### config.mk
export PLATFORM = sky130hd
export DESIGN_NAME = irq_ctrl
export DESIGN_NICKNAME = d
export VERILOG_FILES = /design/src/rtl/irqc_pkg.sv /design/src/rtl/irqc_req_bank.sv /design/src/rtl/irqc_svc_bank.sv /design/src/rtl/irqc_arbiter.sv /design/src/rtl/irq_ctrl.sv
export SDC_FILE = /design/constraint.sdc
export NUM_CORES = 1
export LEC_CHECK = 0
export BUFFER_PORTS_ARGS = -buffer_cell sky130_fd_sc_hd__buf_4
export CAP_MARGIN = 5
export CORE_MARGIN = 1
export CORE_UTILIZATION = 40
export CTS_CLUSTER_SIZE = 16
export DETAILED_ROUTE_END_ITERATION = 16
export GPL_TIMING_DRIVEN = 0
export PLACE_DENSITY_LB_ADDON = 0.2
export SKIP_CTS_REPAIR_TIMING = 1
export SYNTH_ARGS = -nofsm -noshare
export SYNTH_HDL_FRONTEND = slang
export SYNTH_SLANG_ARGS = --single-unit
### constraint.sdc
create_clock -name clk -period 5.5 [get_ports clk]
set_input_delay 0.275 -clock clk [delete_from_list [all_inputs] [get_ports clk]]
set_output_delay 0.275 -clock clk [all_outputs]
set_load 0.005 [all_outputs]
### src/rtl/irqc_pkg.sv
package irqc_pkg;
    localparam int NUM_IN = 8;
    localparam int LVL_W  = $clog2(NUM_IN);
    localparam int DATA_W = 8;
    localparam int BASE_W = DATA_W - LVL_W;

    typedef struct packed {
        logic             hit;
        logic [LVL_W-1:0] lvl;
    } pick_t;

    typedef enum logic [1:0] {
        REG_MASK = 2'd0,
        REG_REQ  = 2'd1,
        REG_SVC  = 2'd2,
        REG_BASE = 2'd3
    } reg_addr_e;

    // Lowest set index wins.
    function automatic pick_t find_top(input logic [NUM_IN-1:0] v);
        pick_t p;
        p.hit = 1'b0;
        p.lvl = '0;
        for (int i = NUM_IN - 1; i >= 0; i--) begin
            if (v[i]) begin
                p.hit = 1'b1;
                p.lvl = LVL_W'(i);
            end
        end
        return p;
    endfunction

    function automatic logic [NUM_IN-1:0] lvl_to_bit(input logic [LVL_W-1:0] l);
        return {{(NUM_IN-1){1'b0}}, 1'b1} << l;
    endfunction
endpackage

### src/rtl/irqc_req_bank.sv
module irqc_req_bank
    import irqc_pkg::*;
(
    input  logic              clk,
    input  logic              rst,
    input  logic [NUM_IN-1:0] irq_in,
    input  logic              clr_en,
    input  logic [LVL_W-1:0]  clr_lvl,
    output logic [NUM_IN-1:0] req_q
);
    logic [NUM_IN-1:0] prev_q;
    logic [NUM_IN-1:0] rise_w;
    logic [NUM_IN-1:0] clr_vec;

    assign rise_w  = irq_in & ~prev_q;
    assign clr_vec = clr_en ? lvl_to_bit(clr_lvl) : '0;

    always_ff @(posedge clk) begin
        if (rst) begin
            prev_q <= '0;
            req_q  <= '0;
        end else begin
            prev_q <= irq_in;
            req_q  <= (req_q & ~clr_vec) | rise_w;
        end
    end


    rise_sets_req_chk: assert property (@(posedge clk) disable iff (rst)
        (rise_w != '0) |=> ((req_q & $past(rise_w)) == $past(rise_w)));


    ack_clears_req_chk: assert property (@(posedge clk) disable iff (rst)
        (clr_en && !rise_w[clr_lvl]) |=> !req_q[$past(clr_lvl)]);
endmodule

### src/rtl/irqc_svc_bank.sv
module irqc_svc_bank
    import irqc_pkg::*;
(
    input  logic              clk,
    input  logic              rst,
    input  logic              set_en,
    input  logic [LVL_W-1:0]  set_lvl,
    input  logic              eoi,
    output logic [NUM_IN-1:0] svc_q
);
    pick_t             top_w;
    logic [NUM_IN-1:0] set_vec;
    logic [NUM_IN-1:0] clr_vec;

    always_comb begin
        top_w   = find_top(svc_q);
        set_vec = set_en ? lvl_to_bit(set_lvl) : '0;
        clr_vec = (eoi && top_w.hit) ? lvl_to_bit(top_w.lvl) : '0;
    end

    always_ff @(posedge clk) begin
        if (rst) svc_q <= '0;
        else     svc_q <= (svc_q & ~clr_vec) | set_vec;
    end


    ack_sets_svc_chk: assert property (@(posedge clk) disable iff (rst)
        set_en |=> svc_q[$past(set_lvl)]);


    eoi_pops_one_chk: assert property (@(posedge clk) disable iff (rst)
        (eoi && !set_en && svc_q != '0) |=>
        ($countones(svc_q) == $countones($past(svc_q)) - 1));


    eoi_empty_chk: assert property (@(posedge clk) disable iff (rst)
        (eoi && !set_en && svc_q == '0) |=> (svc_q == '0));
endmodule

### src/rtl/irqc_arbiter.sv
module irqc_arbiter
    import irqc_pkg::*;
(
    input  logic [NUM_IN-1:0] req_q,
    input  logic [NUM_IN-1:0] mask_q,
    input  logic [NUM_IN-1:0] svc_q,
    output logic              int_req,
    output pick_t             win
);
    pick_t svc_top;

    always_comb begin
        win     = find_top(req_q & ~mask_q);
        svc_top = find_top(svc_q);
        int_req = win.hit && (!svc_top.hit || (win.lvl < svc_top.lvl));
    end
endmodule

### src/rtl/irq_ctrl.sv
module irq_ctrl
    import irqc_pkg::*;
#(
    parameter bit CASC_EN  = 1'b1,
    parameter int CASC_LVL = 2
) (
    input  logic              clk,
    input  logic              rst,
    input  logic [NUM_IN-1:0] irq_in,
    input  logic              int_ack,
    output logic              int_req,
    output logic [DATA_W-1:0] vec_out,
    output logic              vec_valid,
    output logic [LVL_W-1:0]  cas_code,
    output logic              cas_valid,
    input  logic              bus_sel,
    input  logic              bus_we,
    input  logic [1:0]        bus_addr,
    input  logic [DATA_W-1:0] bus_wdata,
    output logic [DATA_W-1:0] bus_rdata
);
    logic [NUM_IN-1:0] mask_q;
    logic [BASE_W-1:0] base_q;
    logic [NUM_IN-1:0] req_q;
    logic [NUM_IN-1:0] svc_q;
    pick_t             win;
    logic              ack_go;
    logic              is_casc;
    logic              wr_en;
    logic              eoi;
    reg_addr_e         addr_e;

    assign addr_e = reg_addr_e'(bus_addr);
    assign wr_en  = bus_sel & bus_we;
    assign eoi    = wr_en && (addr_e == REG_SVC);
    assign ack_go = int_ack & int_req;

    always_ff @(posedge clk) begin
        if (rst) begin
            mask_q <= '1;
            base_q <= '0;
        end else if (wr_en) begin
            if (addr_e == REG_MASK) mask_q <= bus_wdata[NUM_IN-1:0];
            if (addr_e == REG_BASE) base_q <= bus_wdata[DATA_W-1:LVL_W];
        end
    end

    always_comb begin
        case (addr_e)
            REG_MASK: bus_rdata = mask_q;
            REG_REQ:  bus_rdata = req_q;
            REG_SVC:  bus_rdata = svc_q;
            default:  bus_rdata = {base_q, {LVL_W{1'b0}}};
        endcase
    end

    irqc_req_bank u_req (
        .clk     (clk),
        .rst     (rst),
        .irq_in  (irq_in),
        .clr_en  (ack_go),
        .clr_lvl (win.lvl),
        .req_q   (req_q)
    );

    irqc_svc_bank u_svc (
        .clk     (clk),
        .rst     (rst),
        .set_en  (ack_go),
        .set_lvl (win.lvl),
        .eoi     (eoi),
        .svc_q   (svc_q)
    );

    irqc_arbiter u_arb (
        .req_q   (req_q),
        .mask_q  (mask_q),
        .svc_q   (svc_q),
        .int_req (int_req),
        .win     (win)
    );

    generate
        if (CASC_EN) begin : g_casc
            assign is_casc = (win.lvl == LVL_W'(CASC_LVL));
        end else begin : g_no_casc
            assign is_casc = 1'b0;
        end
    endgenerate

    assign vec_valid = ack_go & ~is_casc;
    assign vec_out   = vec_valid ? {base_q, win.lvl} : '0;
    assign cas_valid = ack_go & is_casc;
    assign cas_code  = cas_valid ? win.lvl : '0;


    masked_never_raise_chk: assert property (@(posedge clk) disable iff (rst)
        int_req |-> ((req_q & ~mask_q) != '0));


    one_output_chk: assert property (@(posedge clk) disable iff (rst)
        $onehot0({vec_valid, cas_valid}));


    idle_ack_chk: assert property (@(posedge clk) disable iff (rst)
        (int_ack && !int_req && !eoi) |=> $stable(svc_q));


    reset_mask_chk: assert property (@(posedge clk)
        $past(rst) |-> (mask_q == '1 && svc_q == '0));
endmodule

# After elaboration in Yosys (flattened, before gate mapping)
# Cells that the tools add are included.
# W data, S select, Z words.
[totals] regBits=37 in_bits=23 out_inout_bits=22 wordCells=56
[op_classes] magnitude_cmp=1 eq_ne=4 n_shift=2 muxes=21 n_bitwise=15 n_reduce_logical=8
[ops] cell="$mux W4" n=16
[ops] cell="$and A8 B8 Y8" n=4
[ops] cell="$not A8 Y8" n=4
[ops] cell="$mux W8" n=3
[ops] cell="$pmux W8 S3" n=1
[ops] cell="$or A8 B8 Y8" n=2
[ops] cell="$shl A1 B3 Y8 const A" n=2
[ops] cell="$and A1 B1 Y1" n=4
[ops] cell="$eq A2 B2 Y1 const B" n=2
[ops] cell="$reduce_and A2 Y1" n=2
[ops] cell="$eq A3 B2 Y1 const B" n=1
[ops] cell="$logic_and A1 B1 Y1" n=3
[ops] cell="$lt A3 B3 Y1" n=1
[ops] cell="$mux W3" n=1
[ops] cell="$eq A2 B1 Y1 const B" n=1
[ops] cell="$logic_not A2 Y1" n=1
[ops] cell="$logic_not A1 Y1" n=1
[ops] cell="$logic_or A1 B1 Y1" n=1
[ops] cell="$not A1 Y1" n=1

# Depth between registers and ports, before layout
# Gate-level depths: netlist (run 1).
[logic_depth] depth_word=18 mapped_depth=10 mapped_depth_nobuf=10

# Hierarchy
# Synthesis (run 1) repeated with hierarchy kept, for this count alone.
[unflattened] cells_unflattened=227 hier_area_um2=2160.8
[modules_own_cells] mod="irq_ctrl" n_inst=1 cells_per_inst=91 area_per_inst_um2=883.3 seq_area_each_um2=260.2
[modules_own_cells] mod="irqc_req_bank" n_inst=1 cells_per_inst=51 area_per_inst_um2=589.3 seq_area_each_um2=320.3
[modules_own_cells] mod="irqc_svc_bank" n_inst=1 cells_per_inst=40 area_per_inst_um2=376.6 seq_area_each_um2=160.2
[modules_own_cells] mod="irqc_arbiter" n_inst=1 cells_per_inst=45 area_per_inst_um2=311.5 seq_area_each_um2=0.0

# Worst setup path before layout (run 1)
# No wires, ideal clock.
[synth_path] kind="register -> output" start="register u_req.req_q[0]" end="output vec_out[1]" arrival_time_ns=2.254 required_ns=5.225 slack_ns=2.971 stages_incl_launch_ff=10 path_buffers=0 path_cell_list="dfxtp_1 > nor2b_2 > a2111oi_4 > nor2b_1 > ha_1 > a21oi_1 > a21bo_2 > a211oi_1 > o21ai_2 > nor3_1"
[synth_between] elab_chain_cells=8 word_cells_on_any_way=10 cone_classes="order compare (1); eq/ne (1); mux (2); bitwise (4); reduce/logical (2)"
[synth_rtl] element="start: declaration" line="irqc_req_bank.sv:9" text="output logic [NUM_IN-1:0] req_q"
[synth_rtl] element="start signal: assignment" line="irqc_req_bank.sv:24" text="req_q <= (req_q & ~clr_vec) | rise_w;"
[synth_rtl] element="$and A8 B8 Y8 *" line="irqc_arbiter.sv:13" text="win = find_top(req_q & ~mask_q);"
[synth_rtl] element="$mux W4 *" line="irqc_pkg.sv:25" text="if (v[i]) begin"
[synth_rtl] element="$lt A3 B3 Y1" line="irqc_arbiter.sv:15" text="int_req = win.hit && (!svc_top.hit || (win.lvl < svc_top.lvl));"
[synth_rtl] element="$logic_or A1 B1 Y1" line="irqc_arbiter.sv:15"
[synth_rtl] element="$logic_and A1 B1 Y1" line="irqc_arbiter.sv:15"
[synth_rtl] element="$and A1 B1 Y1" line="irq_ctrl.sv:36" text="assign ack_go = int_ack & int_req;"
[synth_rtl] element="$and A1 B1 Y1" line="irq_ctrl.sv:91" text="assign vec_valid = ack_go & ~is_casc;"
[synth_rtl] element="$mux W8 *" line="irq_ctrl.sv:92" text="assign vec_out = vec_valid ? {base_q, win.lvl} : '0;"
[synth_rtl] element="end: declaration" line="irq_ctrl.sv:12" text="output logic [DATA_W-1:0] vec_out,"
# Mark *: on every way between the ends. The rest lies on a longest branch, timed or not.

# Worst setup path in the final report (run 1)
[layout_path] start="register mask_q[6]" end="output vec_out[3]"
[layout_between] elab_chain_cells=15 word_cells_on_any_way=17 cone_classes="order compare (1); eq/ne (1); mux (8); bitwise (5); reduce/logical (2)"
[layout_rtl] element="start: declaration" line="irq_ctrl.sv:22" text="logic [NUM_IN-1:0] mask_q;"
[layout_rtl] element="start signal: assignment" line="irq_ctrl.sv:43" text="if (addr_e == REG_MASK) mask_q <= bus_wdata[NUM_IN-1:0];"
[layout_rtl] element="$not A8 Y8 *" line="irqc_arbiter.sv:13"
[layout_rtl] element="$and A8 B8 Y8 *" line="irqc_arbiter.sv:13"
[layout_rtl] element="$mux W4 * (7 in series)" line="irqc_pkg.sv:25"
[layout_rtl] element="$lt A3 B3 Y1" line="irqc_arbiter.sv:15"
[layout_rtl] element="$logic_or A1 B1 Y1" line="irqc_arbiter.sv:15"
[layout_rtl] element="$logic_and A1 B1 Y1" line="irqc_arbiter.sv:15"
[layout_rtl] element="$and A1 B1 Y1" line="irq_ctrl.sv:36"
[layout_rtl] element="$and A1 B1 Y1 *" line="irq_ctrl.sv:91"
[layout_rtl] element="$mux W8 *" line="irq_ctrl.sv:92"
# Marked as above.

==> results.cfg, run 1 <==
[power]
ir_drop_v = 0.000173
p_per_area_mw_per_mm2 = 218
leakagePower_nw = 1.05
switching_share_pct = 24.9
p_seq_share_pct = 53.1
intPower_uw = 407
p_clk_share_pct = 31.7
power_frac_comb_pct = 15.2
p_switching_uw = 135

[floorplan]
die_w_um = 72.8
core-area_mm2 = 0.00479
die_h_um = 72.8
io_pins = 45
initial_utilization_pct = 41.9
die_area_mm2 = 0.00530
rows = 25

[clock_network]
clkTransAtPathRegs_ps = 70
cts_root_buf = clkbuf_8
cts_tree = done
clock_latency_ps = 290
cts.path.max_buffers = 2
clkSinkCount = 37
htree_num_levels = 2
cts_buffers = 5

[synth]
yosysTopAreaCell = dfxtp_1
synth-edff-count = 0
yosysSeqAreaShare_pct = 36.9
ys_types = 45
syn_area_mm2 = 0.00201
synth_seq_cells = 37
synth_cells = 229
synth_top_area_share_pct = 36.9
ys.flop_type = dfxtp_1
synth-warning-count = 0
synth_area_leaders = dfxtp_1 (37%), mux2i_1 (7.0%), nand2_1 (4.7%), nor2b_1 (4.7%), mux4_2 (4.5%)
avgSynthCellArea_um2 = 8.76
async_flop_share_pct = 0

[placement]
placed_area_mm2 = 0.00241
portBuffers = 42
hpwl_mm = 3.92
gp_congestion = 0.890

[detailed_routing]
route.detailed.drc = 0
wl_per_cell_um = 14.4
drtAntennaViolNets = 0
drt_iter0_markers = 66
first_pass_iters = 4
drt-total-wl_mm = 4.96
viasPerCell = 5.17
dr_total_vias = 1784

[global_route]
grt_pass1_wl_mm = 7.93
grt_max_degree = 11
grt_pass1_vias = 1585
grt_overflow_total = 0
track_usage_pct = 20.5
antenna_found_initial = 0

[cells_and_area]
nFillCells = 491
diodes = 0
nets = 304
final_util_pct = 51.9
drive_gt1_share_pct = 24.8
final_common_cell = buf_4
final_cell_mix = buf_4 (44), dfxtp_1 (37), nand2_1 (25), nor2_1 (21), inv_1 (21)
final_area_mm2 = 0.00248
syn_to_final_growth_pct = 23.8

[timing]
slew_violations = 0
timing.slew.headroom_pct = 41.4
fmax_mhz = 309
hold_viol = 0
timing.final.crit_period_ps = 3230
rsz0062_at_grt = no
tns_ps = 0
tightestPinTransition_ps = 875
fin_worst_skew_ps = 4.67
min_period_over_period_pct = 58.8
finalSetupViolCount = 0

[critical_path]
path_delay_family = compound AO/OA/AOI/OAI gates
crit_fanout = 7
path_cells = nand2b_1, o21ai_0, nor3_1, nor2b_1, ha_1, a21oi_1, a21bo_2, a211oi_1, o21ai_2, nor3_1, buf_4
cp_num_cells = 11
cp-start-kind = flop
crit_path_start = mask_q[6]
r2r_slack_ps = 2820
required_ps = 5220
endpoint = vec_out[3]
worst_path_largest_cell_delay_ps = 400
r2r-start = u_req.req_q[2]
path_common_cell = nor3_1
r2r_cells = 9
r2r-end = u_req.req_q[3]
cp.arrival_ps = 2960
worstSetupPathType = reg2out
slowest_stage = nor3_1
critPathCaptureType = output pin
cp.buffers_inverters = 1

[outcome]
status = completed

[hold_path]
worst_hold_path_type = in2reg
hold_depth = 2
hold_start = rst

[job]
cap_violations = 0
-- power by group through the flow --
| stage | clock network, mW | logic [mW] | registers [mW] |
|---|---|---|---|
| after floorplan | 0 | 0.0483 | 0.291 |
| after global placement | 0 | 0.0822 | 0.293 |
| after detailed placement | 0 | 0.0825 | 0.294 |
| after CTS | 0.180 | 0.0828 | 0.288 |
| after global routing | 0.190 | 0.0900 | 0.289 |
| final | 0.172 | 0.0822 | 0.288 |
-- synth_stat cells (2+ instances only) --
cell type	n
dfxtp_1	37
nand2_1	25
inv_1	21
nor2_1	21
nor2b_1	15
mux2i_1	14
a21oi_1	13
nor3_1	10
o21ai_0	9
a32o_1	8
nand3_1	6
mux4_2	4
clkbuf_1	3
nand2b_1	3
buf_1	2
buf_4	2
buf_6	2
ha_1	2
nand4_1	2
nor3b_1	2
o211ai_1	2
o21bai_1	2
o31ai_1	2
-- routing by layer --
layer | vias up | part of all wire [%] | global-route usage [%]
li1 | 901 | - | -
met1 | 830 | 49 | 30.2
met5 | - | 0 | 0
met3 | 6 | 5.0 | 4.14
met2 | 47 | 44 | 29.3
met4 | 0 | 1.6 | 7.84
-- cells by family (layout without fill, tap and decap cells) --
group | count (synthesis) | after routing | share of synthesized area [%]
AND/OR/NAND/NOR | 93 | 93 | 24.1
AO/OA/AOI/OAI | 46 | 46 | 17.8
buffers and inverters | 31 | 79 | 6.92
adder cells (fa/ha/maj) | 2 | 2 | 1.25
flip-flops | 37 | 37 | 36.9
other | 1 | 2 | 0.187
multiplexers | 19 | 19 | 12.8
-- how the worst min path moves through the flow --
stage	end	slack (ps)
2_1_floorplan	u_req.prev_q[6]	360
3_3_place_gp	u_req.req_q[3]	450
3_5_place_dp	u_req.req_q[5]	460
4_1_cts	u_req.prev_q[6]	170
5_1_grt	u_req.prev_q[7]	180
6_report	u_req.prev_q[6]	180
-- worst register-to-register path, cell delays in order (launching register included) --
cell	delay [ps]
dfxtp_1	350
nor2b_1	430
nor2_1	110
a21oi_1	280
ha_1	300
o21a_1	210
o22ai_4	170
a21boi_4	270
nand3_1	160
a32o_1	280
-- state kept, by name, summed over array words and instances (netlist names) --
signal and cells:
u_req.req_q 8, u_req.prev_q 8, u_svc.svc_q 8, mask_q 8
base_q 5
-- layout make-up --
class / count / area, µm² / area share, %
multi-input combinational: 162 / 1130 / 45.5
clock inverter: 1 / 5.00 / 0.202
sequential: 37 / 741 / 29.8
tap: 67 / 83.8 / 3.38
inverter: 22 / 82.6 / 3.32
buffer: 9 / 56.3 / 2.27
timing repair buffer: 42 / 315 / 12.7
clock buffer: 5 / 68.8 / 2.77
-- per-stage QoR --
stage               power [mW]  setup slack, ps  std cells  hold slack [ps]
finish                   0.542             2270        345              179
global route             0.569             1960        345              183
CTS                      0.550             2230        345              167
detailed placement       0.376             2570        339              458
global placement         0.375             2520        339              449
floorplan                0.339             2970        230              358
Power figures use the tool's default switching activity.
==> run 2: changes to the inputs <==
==> constraint.sdc (replaced) <==
create_clock -name clk -period 2.94 [get_ports clk]
set_input_delay 0.147 -clock clk [delete_from_list [all_inputs] [get_ports clk]]
set_output_delay 0.147 -clock clk [all_outputs]
set_load 0.005 [all_outputs]
==> results.cfg, run 2 (synthesized netlist as in run 1, its figures left out) <==
[outcome]
status = completed

[clock_network]
clkTransAtPathRegs_ps = 70
clock_latency_ps = 290
cts_buffers = 5
cts.path.max_buffers = 2
htree_num_levels = 2
clkSinkCount = 37
cts_root_buf = clkbuf_8
cts_tree = done

[critical_path]
crit_fanout = 7
crit_path_start = u_req.req_q[2]
r2r_slack_ps = 320
worst_path_largest_cell_delay_ps = 400
path_common_cell = nor2b_4
cp-start-kind = flop
r2r-start = u_req.req_q[4]
cp.arrival_ps = 2700
r2r_cells = 10
critPathCaptureType = output pin
r2r-end = u_req.req_q[3]
path_delay_family = compound AO/OA/AOI/OAI gates
worstSetupPathType = reg2out
cp.buffers_inverters = 1
path_cells = nor2b_4, a2111oi_4, nor2b_4, ha_4, a21oi_2, a21bo_4, a211oi_4, o21ai_4, nor3_2, buf_4
required_ps = 2790
slowest_stage = a2111oi_4

[placement]
gp_congestion = 0.890
placed_area_mm2 = 0.00241
portBuffers = 42
place_ws_ps = 136
hpwl_mm = 3.92

[detailed_routing]
drt_iter0_markers = 88
route.detailed.drc = 0
wl_per_cell_um = 14.8
dr_total_vias = 1812
drt-total-wl_mm = 5.16
drtAntennaViolNets = 0
first_pass_iters = 4
viasPerCell = 5.21

[global_route]
antenna_found_initial = 0
grt_max_degree = 11
grt_overflow_total = 0
grt_pass1_vias = 1585
track_usage_pct = 20.5
grt_pass1_wl_mm = 7.93

[cells_and_area]
drive_gt1_share_pct = 32.0
final_util_pct = 54.7
nFillCells = 472
syn_to_final_growth_pct = 30.5
nets = 307
multi_input_area_mm2 = 0.00124
final_common_cell = buf_4
diodes = 0
ff_latch_area_um2 = 744
final_area_mm2 = 0.00262
final_cell_mix = buf_4 (47), dfxtp_1 (34), nand2_1 (25), nor2_1 (21), inv_1 (21)

[timing]
timing.slew.headroom_pct = 43.6
fmax_mhz = 351
holdWs_ps = 47.8
rsz0062_at_grt = yes
slew_violations = 0
fin_worst_skew_ps = 5.68
min_period_over_period_pct = 96.9
tightestPinTransition_ps = 841
hold_viol = 0
timing.final.crit_period_ps = 2850
layout_setup_ws_ps = 90.5
finalSetupViolCount = 0

[floorplan]
rows = 25
die_area_mm2 = 0.00530
die_h_um = 72.8
io_pins = 45
initial_utilization_pct = 41.9
die_w_um = 72.8
core-area_mm2 = 0.00479

[power]
leakagePower_nw = 1.09
total_power_mw = 1.03
ir_drop_v = 0.000326
p_per_area_mw_per_mm2 = 393

[hold_path]
hold_depth = 2
worst_hold_path_type = in2reg
hold_end = u_req.prev_q[6]
hold_start = rst

[job]
cap_violations = 0
==> run 2: metrics by stage <==
stage | instances | TNS [ps]
after global routing | 348 | -213
after global placement | 339 | 0
final | 348 | 0
after CTS | 345 | -1350
after detailed placement | 339 | 0
after floorplan | 230 | 0
==> run 2: worst max-delay path by stage <==
stage                       to  slack (ps)  cells past startpoint
floorplan           vec_out[1]         540                      9
global route        vec_out[3]         -50                     10
detailed placement  vec_out[3]         140                     11
CTS                 vec_out[3]        -200                     11
finish              vec_out[5]          90                     10
global placement    vec_out[1]          90                     10
==> run 2: worst register-to-register path, stage by stage (launching register included) <==
cell	delay, ps
dfxtp_1	370
nor2b_1	360
nor2_1	120
nand2_1	130
a21oi_2	90
ha_1	300
o21a_1	220
o22ai_4	200
a21boi_4	280
nand3_1	170
a32o_1	290
==> run 2: metal layers <==
metal  global-route usage (%)  routed length [µm]  up-vias
met1                     30.2                2530      860
met4                     7.84                  76        0
li1                         -                   -      902
met2                     29.3                2340       44
met5                        0                   0        -
met3                     4.14                 207        6
==> run 2: power by group <==
part | internal, mW | switching, mW | total [mW]
registers | 0.523 | 0.0163 | 0.540
clock network | 0.156 | 0.167 | 0.323
logic | 0.0895 | 0.0776 | 0.167
total | 0.769 | 0.261 | 1.03
==> run 2: cell type report <==
| class | count | share of cell area, % |
|---|---|---|
| timing repair buffer | 45 | 12.9 |
| inverter | 22 | 3.15 |
| clock inverter | 1 | 0.191 |
| multi-input combinational | 162 | 47.3 |
| clock buffer | 5 | 2.63 |
| buffer | 9 | 2.15 |
| sequential | 37 | 28.4 |
| tap | 67 | 3.20 |
==> run 3: changes to the inputs <==
--- a/config.mk
+++ b/config.mk
@@ -13,6 +13,7 @@
 export DETAILED_ROUTE_END_ITERATION = 16
 export GPL_TIMING_DRIVEN = 0
 export PLACE_DENSITY_LB_ADDON = 0.2
+export SETUP_SLACK_MARGIN = 0.3
 export SKIP_CTS_REPAIR_TIMING = 1
 export SYNTH_ARGS = -nofsm -noshare
 export SYNTH_HDL_FRONTEND = slang
==> results.cfg, run 3 (synthesized netlist as in run 1, its figures left out) <==
[outcome]
status = completed

[floorplan]
core-area_mm2 = 0.00479
io_pins = 45
initial_utilization_pct = 41.9
die_w_um = 72.8
die_area_mm2 = 0.00530
die_h_um = 72.8
rows = 25

[global_route]
grt_overflow_total = 0
antenna_found_initial = 0
grt_pass1_vias = 1585
grt_max_degree = 11
grt_pass1_wl_mm = 7.93
track_usage_pct = 20.5

[detailed_routing]
dr_total_vias = 1849
drt-total-wl_mm = 5.23
viasPerCell = 5.22
drt_iter0_markers = 79
drtAntennaViolNets = 0
route.detailed.drc = 0
first_pass_iters = 4
wl_per_cell_um = 14.8

[timing]
layout_setup_ws_ps = 64.8
slew_violations = 0
timing.slew.headroom_pct = 43.1
tns_ps = 0
min_period_over_period_pct = 97.8
fmax_mhz = 348
rsz0062_at_grt = yes
fin_worst_skew_ps = 5.21
hold_viol = 0
finalSetupViolCount = 0
timing.final.crit_period_ps = 2880
tightestPinTransition_ps = 850

[placement]
gp_congestion = 0.890
placed_area_mm2 = 0.00241
place_ws_ps = 136
portBuffers = 42
hpwl_mm = 3.92

[clock_network]
clock_latency_ps = 290
cts.path.max_buffers = 2
cts_tree = done
clkTransAtPathRegs_ps = 70
htree_num_levels = 2
clkSinkCount = 37
cts_root_buf = clkbuf_8
cts_buffers = 5

[power]
p_per_area_mw_per_mm2 = 386
ir_drop_v = 0.000330
leakagePower_nw = 1.12

[critical_path]
worstSetupPathType = reg2out
crit_fanout = 7
critPathCaptureType = output pin
required_ps = 2790
cp.arrival_ps = 2730
cp-start-kind = flop

[job]
cap_violations = 0

[cells_and_area]
drive_gt1_share_pct = 35.5
final_area_mm2 = 0.00269
final_common_cell = buf_4
nets = 313
syn_to_final_growth_pct = 34.0
diodes = 0
final_cell_mix = buf_4 (51), dfxtp_1 (34), nand2_1 (25), inv_1 (21), nor2_1 (20)

[hold_path]
worst_hold_path_type = in2reg
run 3: layer usage:
layer | wire, µm | global-route usage [%] | part of all wire [%] | vias up
met4 | 70 | 7.84 | 1.3 | 0
li1 | - | - | - | 910
met5 | 0 | 0 | 0 | -
met2 | 2440 | 29.3 | 47 | 54
met1 | 2480 | 30.2 | 48 | 880
met3 | 236 | 4.14 | 4.5 | 5
run 3: per-stage QoR:
| stage | instances | utilization, % | total power [mW] | hold slack, ps |
|---|---|---|---|---|
| after floorplan | 230 | - | 0.635 | 230 |
| after global placement | 339 | 50.4 | 0.702 | 351 |
| after detailed placement | 339 | 50.4 | 0.704 | 352 |
| after CTS | 345 | 51.9 | 1.03 | 38.8 |
| after global routing | 354 | 56.2 | 1.09 | 54.7 |
| final | 354 | 56.2 | 1.04 | 48.5 |
run 3: worst max-delay path, cell delays in order, from the launching register on:
cell and delay (ps):
dfxtp_2 330, nor2b_4 140, a2111oi_4 410, nor2b_4 250, ha_4 210, a21oi_2 130, a21bo_4 250, a211oi_4 220
o21ai_4 160, nor3_2 210, buf_4 130
run 3: final timing paths:
check	from	slack, ps	cells past startpoint	to
max	u_req.req_q[2]	60	10	vec_out[3]
min	rst	50	2	u_req.prev_q[6]
max reg2reg	u_req.req_q[4]	370	12	u_req.req_q[3]
min reg2reg	u_req.prev_q[5]	470	2	u_req.req_q[5]
run 3: where the power goes:
part	internal, mW	leakage [nW]	switching, mW	total [mW]
sequential	0.523	0.303	0.0163	0.540
clock	0.156	0.0399	0.168	0.323
combinational	0.0955	0.780	0.0799	0.175
run 3: final cells by class:
class                      count  area, µm²
clock inverter                 1       5.00
fill                         464       2100
multi-input combinational    162       1260
buffer                         9       56.3
sequential                    37        744
tap                           67       83.8
inverter                      22       82.6
timing repair buffer          51        390
clock buffer                   5       68.8
